### config.mk
export PLATFORM = sky130hd
export DESIGN_NAME = cascade_pic
export DESIGN_NICKNAME = d
export VERILOG_FILES = /design/src/rtl/cascade_pic_pkg.sv /design/src/rtl/pic_prio.sv /design/src/rtl/pic_unit.sv /design/src/rtl/cascade_pic.sv
export SDC_FILE = /design/constraint.sdc
export NUM_CORES = 1
export LEC_CHECK = 0
export BUFFER_PORTS_ARGS = -buffer_cell sky130_fd_sc_hd__clkbuf_2
export CORE_ASPECT_RATIO = 1.4
export CORE_MARGIN = 4
export CORE_UTILIZATION = 40
export CTS_BUF_LIST = sky130_fd_sc_hd__clkbuf_4
export DETAILED_ROUTE_END_ITERATION = 8
export PLACE_DENSITY = 0.63
export REMOVE_ABC_BUFFERS = 1
export SYNTH_ARGS = -nofsm -noshare
export SYNTH_HDL_FRONTEND = slang
export SYNTH_SLANG_ARGS = --single-unit
### constraint.sdc
create_clock -name clk -period 14.8 [get_ports clk]
set_input_delay 2.96 -clock clk [delete_from_list [all_inputs] [get_ports clk]]
set_output_delay 2.96 -clock clk [all_outputs]
set_load 0.02 [all_outputs]
### src/rtl/cascade_pic_pkg.sv
package cascade_pic_pkg;
    localparam int LN      = 8;
    localparam int LW      = $clog2(LN);
    localparam int VW      = 8;
    localparam int BW      = VW - LW;
    localparam int CASC    = 2;
    localparam int AW      = 12;
    localparam logic [7:0] M_TRIG_MASK = 8'hF8;
    localparam logic [7:0] S_TRIG_MASK = 8'hDE;
    localparam logic [AW-1:0] TRIG_ADDR = 12'h4D0;
    localparam logic [AW-1:0] CTL_ADDR  = 12'h020;

    typedef enum logic [1:0] {
        ST_READY,
        ST_WAIT_BASE,
        ST_WAIT_CASC,
        ST_WAIT_MODE
    } init_st_t;

    typedef enum logic [2:0] {
        OP_AROT_OFF = 3'd0,
        OP_EOI      = 3'd1,
        OP_NOP      = 3'd2,
        OP_SEOI     = 3'd3,
        OP_AROT_ON  = 3'd4,
        OP_EOI_ROT  = 3'd5,
        OP_SET_PRIO = 3'd6,
        OP_SEOI_ROT = 3'd7
    } op_t;
endpackage

### src/rtl/pic_prio.sv
module pic_prio
    import cascade_pic_pkg::*;
(
    input  logic [LN-1:0] mask_i,
    input  logic [LW-1:0] rot_i,
    output logic [LW:0]   rank_o
);
    always_comb begin
        logic [LW-1:0] idx;
        rank_o = LN[LW:0];
        for (int k = LN - 1; k >= 0; k--) begin
            idx = rot_i + LW'(k);
            if (mask_i[idx]) rank_o = (LW+1)'(k);
        end
    end
endmodule

### src/rtl/pic_unit.sv
module pic_unit
    import cascade_pic_pkg::*;
#(
    parameter logic [LN-1:0] TRIG_MASK = 8'hF8,
    parameter bit            IS_MASTER = 1'b1
) (
    input  logic          clk,
    input  logic          rst_n,
    input  logic [LN-1:0] lines_i,
    input  logic          trig_wr_i,
    input  logic          wr_i,
    input  logic          rd_i,
    input  logic          a0_i,
    input  logic [7:0]    wdata_i,
    input  logic          casc_set_i,
    input  logic          clr_casc_i,
    input  logic          ack_i,
    input  logic [LW-1:0] ack_line_i,
    output logic          win_o,
    output logic [LW-1:0] win_line_o,
    output logic [BW-1:0] base_o,
    output logic [7:0]    rdata_o,
    output logic [LN-1:0] trig_o,
    output logic          poll_hit_o
);
    init_st_t st_q, st_n;
    logic [LN-1:0] irr_q, irr_n, isr_q, isr_n, imr_q, last_q, last_n, elcr_q;
    logic [LW-1:0] rot_q, rot_n;
    logic [BW-1:0] base_q;
    logic init4_q, aeoi_q, rot_aeoi_q, nested_q, poll_q, rsel_q;

    logic cmd_wr, icw1, ocw2, ocw3, dat_wr;
    op_t  op;
    assign cmd_wr = wr_i & ~a0_i;
    assign icw1   = cmd_wr & wdata_i[4];
    assign ocw3   = cmd_wr & ~wdata_i[4] & wdata_i[3];
    assign ocw2   = cmd_wr & ~wdata_i[4] & ~wdata_i[3];
    assign dat_wr = wr_i & a0_i;
    assign op     = op_t'(wdata_i[7:5]);

    // priority evaluation
    logic [LN-1:0] pend, cur_mask;
    logic [LW:0]   p_rank, c_rank, e_rank;
    logic [LW-1:0] e_line;
    assign pend     = irr_q & ~imr_q;
    assign cur_mask = (IS_MASTER && nested_q) ? (isr_q & ~(LN'(1) << CASC)) : isr_q;

    pic_prio u_pend (.mask_i(pend),     .rot_i(rot_q), .rank_o(p_rank));
    pic_prio u_cur  (.mask_i(cur_mask), .rot_i(rot_q), .rank_o(c_rank));
    pic_prio u_eoi  (.mask_i(isr_q),    .rot_i(rot_q), .rank_o(e_rank));

    assign win_o      = p_rank < c_rank;
    assign win_line_o = p_rank[LW-1:0] + rot_q;
    assign e_line     = e_rank[LW-1:0] + rot_q;
    assign poll_hit_o = rd_i & poll_q & win_o;
    assign base_o     = base_q;
    assign trig_o     = elcr_q;

    always_comb begin
        if (poll_q)
            rdata_o = win_o ? {{(8-LW){1'b0}}, win_line_o} : 8'h07;
        else if (a0_i)
            rdata_o = imr_q;
        else
            rdata_o = rsel_q ? isr_q : irr_q;
    end

    // initialization sequence: next state
    always_comb begin
        st_n = st_q;
        unique case (st_q)
            ST_READY:     st_n = ST_READY;
            ST_WAIT_BASE: if (dat_wr) st_n = ST_WAIT_CASC;
            ST_WAIT_CASC: if (dat_wr) st_n = init4_q ? ST_WAIT_MODE : ST_READY;
            ST_WAIT_MODE: if (dat_wr) st_n = ST_READY;
        endcase
        if (icw1) st_n = ST_WAIT_BASE;
    end

    always_ff @(posedge clk) begin
        if (!rst_n) st_q <= ST_READY;
        else        st_q <= st_n;
    end

    // request, in-service and rotation next values
    always_comb begin
        irr_n  = irr_q;
        isr_n  = isr_q;
        last_n = last_q;
        rot_n  = rot_q;
        if (icw1) begin
            last_n = '0;
            irr_n  = irr_q & elcr_q;
            rot_n  = '0;
        end
        if (ack_i) begin
            if (!aeoi_q) isr_n[ack_line_i] = 1'b1;
            if (!elcr_q[ack_line_i]) irr_n[ack_line_i] = 1'b0;
            if (aeoi_q && rot_aeoi_q) rot_n = ack_line_i + 1'b1;
        end
        if (ocw2) begin
            case (op)
                OP_EOI, OP_EOI_ROT: begin
                    if (e_rank != LN[LW:0]) begin
                        isr_n[e_line] = 1'b0;
                        if (op == OP_EOI_ROT) rot_n = e_line + 1'b1;
                    end
                end
                OP_SEOI:     isr_n[wdata_i[LW-1:0]] = 1'b0;
                OP_SET_PRIO: rot_n = wdata_i[LW-1:0] + 1'b1;
                OP_SEOI_ROT: begin
                    isr_n[wdata_i[LW-1:0]] = 1'b0;
                    rot_n = wdata_i[LW-1:0] + 1'b1;
                end
                default: ;
            endcase
        end
        if (poll_hit_o) begin
            irr_n[win_line_o] = 1'b0;
            isr_n[win_line_o] = 1'b0;
        end
        if (clr_casc_i) begin
            irr_n[CASC] = 1'b0;
            isr_n[CASC] = 1'b0;
        end
        for (int i = 0; i < LN; i++) begin
            if (elcr_q[i]) begin
                irr_n[i] = lines_i[i];
            end else if (lines_i[i] && !last_n[i]) begin
                irr_n[i] = 1'b1;
            end
            last_n[i] = lines_i[i];
        end
        if (casc_set_i && !elcr_q[CASC]) irr_n[CASC] = 1'b1;
    end

    // register outputs of the controller
    always_ff @(posedge clk) begin
        if (!rst_n) begin
            irr_q      <= '0;
            isr_q      <= '0;
            imr_q      <= '0;
            last_q     <= '0;
            elcr_q     <= '0;
            rot_q      <= '0;
            base_q     <= '0;
            init4_q    <= 1'b0;
            aeoi_q     <= 1'b0;
            rot_aeoi_q <= 1'b0;
            nested_q   <= 1'b0;
            poll_q     <= 1'b0;
            rsel_q     <= 1'b0;
        end else begin
            irr_q  <= irr_n;
            isr_q  <= isr_n;
            last_q <= last_n;
            rot_q  <= rot_n;
            if (trig_wr_i) elcr_q <= wdata_i & TRIG_MASK;
            if (icw1) begin
                init4_q <= wdata_i[0];
                imr_q   <= '0;
                rsel_q  <= 1'b0;
                if (!wdata_i[0]) begin
                    aeoi_q   <= 1'b0;
                    nested_q <= 1'b0;
                end
            end
            if (dat_wr) begin
                unique case (st_q)
                    ST_READY:     imr_q  <= wdata_i;
                    ST_WAIT_BASE: base_q <= wdata_i[7:LW];
                    ST_WAIT_CASC: ;
                    ST_WAIT_MODE: begin
                        nested_q <= wdata_i[4];
                        aeoi_q   <= wdata_i[1];
                    end
                endcase
            end
            if (ocw2 && (op == OP_AROT_OFF || op == OP_AROT_ON))
                rot_aeoi_q <= op[2];
            if (rd_i) poll_q <= 1'b0;
            if (ocw3) begin
                if (wdata_i[2]) poll_q <= 1'b1;
                if (wdata_i[1]) rsel_q <= wdata_i[0];
            end
        end
    end

    a_r12_masked_line_loses: assert property (@(posedge clk) disable iff (!rst_n)
        win_o |-> !imr_q[win_line_o]);

    a_r6_ack_hits_winner: assert property (@(posedge clk) disable iff (!rst_n)
        ack_i |-> (win_o && ack_line_i == win_line_o));

    a_r6_ack_sets_isr: assert property (@(posedge clk) disable iff (!rst_n)
        (ack_i && !aeoi_q && !wr_i && !rd_i && !clr_casc_i) |=> isr_q[$past(ack_line_i)]);

    a_r9_seoi_clears: assert property (@(posedge clk) disable iff (!rst_n)
        (ocw2 && op == OP_SEOI && !ack_i) |=> !isr_q[$past(wdata_i[LW-1:0])]);

    a_r5_casc_latched: assert property (@(posedge clk) disable iff (!rst_n)
        casc_set_i |=> irr_q[CASC]);
endmodule

### src/rtl/cascade_pic.sv
module cascade_pic
    import cascade_pic_pkg::*;
(
    input  logic            clk,
    input  logic            rst_n,
    input  logic [2*LN-1:0] irq_i,
    output logic            int_o,
    input  logic            ack_i,
    output logic [VW-1:0]   vec_o,
    input  logic            wr_i,
    input  logic            rd_i,
    input  logic [AW-1:0]   addr_i,
    input  logic [7:0]      wdata_i,
    output logic [7:0]      rdata_o
);
    localparam int NC = 2;

    logic          ctl_sel, trig_sel;
    logic          win      [NC];
    logic [LW-1:0] wline    [NC];
    logic [BW-1:0] base     [NC];
    logic [7:0]    rd_data  [NC];
    logic [LN-1:0] trig     [NC];
    logic          poll_hit [NC];
    logic          casc_in  [NC];
    logic          clr_in   [NC];
    logic          ack_in   [NC];
    logic          ack_m, ack_s, casc_set, int_q;

    assign ctl_sel  = (addr_i[AW-1:8] == '0) && (addr_i[6:1] == CTL_ADDR[6:1]);
    assign trig_sel = (addr_i[AW-1:1] == TRIG_ADDR[AW-1:1]);

    assign ack_m    = ack_i & win[0];
    assign ack_s    = ack_m & (wline[0] == LW'(CASC)) & win[1];
    assign casc_set = win[1] & ~ack_s & ~poll_hit[1] & ~poll_hit[0];

    assign casc_in[0] = casc_set;
    assign casc_in[1] = 1'b0;
    assign clr_in[0]  = poll_hit[1];
    assign clr_in[1]  = 1'b0;
    assign ack_in[0]  = ack_m;
    assign ack_in[1]  = ack_s;

    for (genvar g = 0; g < NC; g++) begin : g_ctl
        localparam logic [LN-1:0] TM = (g == 0) ? M_TRIG_MASK : S_TRIG_MASK;
        pic_unit #(.TRIG_MASK(TM), .IS_MASTER(g == 0)) u_unit (
            .clk        (clk),
            .rst_n      (rst_n),
            .lines_i    (irq_i[g*LN +: LN]),
            .trig_wr_i  (wr_i & trig_sel & (addr_i[0] == 1'(g))),
            .wr_i       (wr_i & ctl_sel & (addr_i[7] == 1'(g))),
            .rd_i       (rd_i & ctl_sel & (addr_i[7] == 1'(g))),
            .a0_i       (addr_i[0]),
            .wdata_i    (wdata_i),
            .casc_set_i (casc_in[g]),
            .clr_casc_i (clr_in[g]),
            .ack_i      (ack_in[g]),
            .ack_line_i (wline[g]),
            .win_o      (win[g]),
            .win_line_o (wline[g]),
            .base_o     (base[g]),
            .rdata_o    (rd_data[g]),
            .trig_o     (trig[g]),
            .poll_hit_o (poll_hit[g])
        );
    end

    always_comb begin
        if (!win[0])
            vec_o = {base[0], LW'(LN - 1)};
        else if (wline[0] == LW'(CASC))
            vec_o = win[1] ? {base[1], wline[1]} : {base[1], LW'(LN - 1)};
        else
            vec_o = {base[0], wline[0]};
    end

    always_comb begin
        if (ctl_sel)       rdata_o = rd_data[addr_i[7]];
        else if (trig_sel) rdata_o = trig[addr_i[0]];
        else               rdata_o = '0;
    end

    always_ff @(posedge clk) begin
        if (!rst_n) int_q <= 1'b0;
        else        int_q <= win[0];
    end
    assign int_o = int_q;

    a_r7_slave_ack_with_master: assert property (@(posedge clk) disable iff (!rst_n)
        ack_s |-> (ack_i && vec_o[BW+LW-1:LW] == base[1]));
endmodule

==> flow_summary.toml <==
[yosys]
synthArstFlopShare_pct = 0
syn_avg_cell_area_um2 = 8.32
ys_top_cells_by_area = "dfxtp_1 23%, mux4_2 9.1%, mux2i_1 6.5%"
ys_seq_area_share_pct = 23.4
synth_common_cells = "117 x nand2_1, 107 x dfxtp_1, 87 x nor2_1"
netlist_area_um2 = 9140
synth_seq_cells = 107
yosys.cell_types.count = 98
ys_warn_count = 0
synthCells = 1099
synth_edf_count = 0
synth_area_leader_cell = "dfxtp_1"
synth_ff_type = "dfxtp_1"
yosysMostFrequentCell = "nand2_1"
synth_top_area_share_pct = 23.4

[drt]
antenna_left = 0
num_vias = 8821
via_per_inst = 6.22
drt-initial-drc-count = 755
detail_route.first_pass.iterations = 5
drc = 0
routed_wl_mm = 29.6
wl_per_cell_um = 20.9

[setup_path]
cp.arrival_ns = 6.22
crit_type = "register to output port"
critPathRequiredTime_ns = 11.84
end_kind = "output port"
crit_fanout = 16
cp-start-kind = "register"

[floorplanning]
fp.dieArea_um2 = 25400
start_util_pct = 40.6
row_count = 65
die_y_um = 187
dieWidth_um = 136
num_io_pins = 58
fp.coreArea_um2 = 22500

[cts]
clkTransAtPathRegs_ns = 0.17
tritoncts = "yes"
cts_made_buffers = 9
cts_setup_buffers = 0
cts_buffer_depth = 2
cts_resized = 0
h-tree-depth = 3
insertion_delay_ns = 0.49
clock_sinks = 107
root_buffer = "clkbuf_4"
cts_hold_buf = 0

[sta]
slew_viol_final = 0
slew-limit-headroom_pct = 44.2
finClkSkew_ns = 0.0281
max_freq_mhz = 109
whs_ns = 0.474
tns_ns = 0
max_slew.worst_pin.slew_ns = 0.836
post-route-period-util_pct = 62.0
rsz0062_at_grt = "false"
setup_ws_ns = 5.62
hold_viol = 0
period_minus_slack_ns = 9.18
setup_viol = 0

[power]
p_leak_nw = 3.54
peakVddDrop_mv = 0.0522
powerDensity_nw_per_um2 = 100

[grt]
antenna_found_initial = 1
grt-ovfl-total = 0
grt_usage_pct = 22.9
grt_max_degree = 58
met1_usage_pct = 28.9
use_met2_pct = 39.5
grt-busiest-layer = "met2"
grt_pass1_wl_mm = 46.1
grt_pass1_vias = 8429
met3_usage_pct = 1.96

[hold_path]
hp-class = "register to register"

[run]
cap_violations = 0

[place]
hpwlAfterDp_mm = 22.9
placed_cell_area_um2 = 9580
gp_congestion = 0.935
port_buffers = 57
dp_slack_ns = 6.15

[status]
status = "completed"

[cells_and_area]
syn2layout_area_growth_pct = 6.65
drive_above_1_share_pct = 15.3
final_cell_area_um2 = 9750
layout.nets = 1185
==> path summary, 6_finish.rpt <==
path	from	endpoint	slack, ns	depth (start not counted)
max	g_ctl[0].u_unit.rot_q[1]	vec_o[5]	5.62	15
min	g_ctl[0].u_unit.base_o[2]	g_ctl[0].u_unit.base_o[2]	0.47	2
max reg2reg	g_ctl[1].u_unit.rot_q[1]	g_ctl[1].u_unit.irr_q[7]	8.67	12
min reg2reg	g_ctl[0].u_unit.base_o[2]	g_ctl[0].u_unit.base_o[2]	0.47	2
==> cells in the final DEF, fill, tap and decap left out, types with 7 or more instances in the layout <==
master    count
mux4_2       37
nand2_1     117
buf_4        12
a31oi_1      19
o32ai_1      10
clkbuf_2     57
nand4_1       8
or3_1         7
a211oi_1     16
nor4_1       10
and3_1        9
mux2i_1      59
o22ai_1      10
nor2b_1      25
dfxtp_1     107
nor2_1       87
o211ai_1      8
xor2_1       10
a41oi_1      11
xnor2_1      12
mux2_2       18
o21ai_0      44
nor3_1       16
nand3_1      50
ha_1         28
nand3b_1     12
a21oi_1      80
nand2b_1     26
and2_1       22
clkbuf_4      9
inv_1        37
==> routing by layer <==
layer	vias to the layer above	share of wire, %
li1	4158	-
met4	0	4.5
met3	80	4.8
met2	338	50
met5	-	0
met1	4245	40
==> cell type report <==
| class | count | area, um2 |
|---|---|---|
| tap | 301 | 377 |
| timing repair buffer | 69 | 375 |
| multi-input combinational | 883 | 6530 |
| clock inverter | 7 | 100 |
| fill | 2292 | 12800 |
| clock buffer | 9 | 67.6 |
| antenna | 1 | 2.50 |
| sequential | 107 | 2140 |
| inverter | 42 | 158 |
==> registers in the layout (all words and copies together), names as in the netlist <==
| register | cells |
|---|---|
| g_ctl.u_unit.base_o | 10 |
| g_ctl.u_unit.trig_o | 11 |
| g_ctl.u_unit.nested_q | 1 |
| g_ctl.u_unit.last_q | 16 |
| g_ctl.u_unit.aeoi_q | 2 |
| g_ctl.u_unit.imr_q | 16 |
| int_o | 1 |
| g_ctl.u_unit.irr_q | 16 |
| g_ctl.u_unit.cur_mask | 8 |
| g_ctl.u_unit.poll_q | 2 |
| g_ctl.u_unit.rsel_q | 2 |
| g_ctl.u_unit.rot_q | 6 |
| g_ctl.u_unit.init4_q | 2 |
| g_ctl.u_unit.isr_q | 8 |
| g_ctl.u_unit.rot_aeoi_q | 2 |
| g_ctl.u_unit.st_q | 4 |
==> through the flow <==
step | utilization [%] | power (mW) | std cells
global route | 43.3 | 1.04 | 1419
floorplan | - | 0.657 | 1032
CTS | 43.3 | 0.974 | 1418
detailed placement | 42.5 | 0.799 | 1402
global placement | 42.5 | 0.796 | 1402
finish | 43.3 | 0.977 | 1419
==> worst max-delay path, cell delays in order (launching register included) <==
cell      delay, ns
dfxtp_1        0.73
inv_1          0.32
ha_1           0.30
xnor2_1        0.45
mux4_2         0.59
a21boi_1       0.16
o22ai_1        0.16
ha_1           0.25
fa_1           0.91
ha_1           0.29
nor2b_1        0.13
nand3_1        0.13
and2_1         0.24
a21oi_1        0.49
mux2_2         0.40
clkbuf_2       0.15
==> where the power goes <==
group | switching [mW] | internal, mW
clock network | 0.106 | 0.0701
registers | 0.0273 | 0.308
logic | 0.292 | 0.174
==> cells by family after synthesis <==
family	share of synthesized area [%]
adders and majority gates	4.71
muxes	18.9
AOI/OAI and AO/OA	22.4
DFF	23.4
buffers and inverters	5.16
and+or+nand+nor	22.8
xor gates and xnor gates	2.65
No activity file was read; power rests on OpenSTA's default activity.
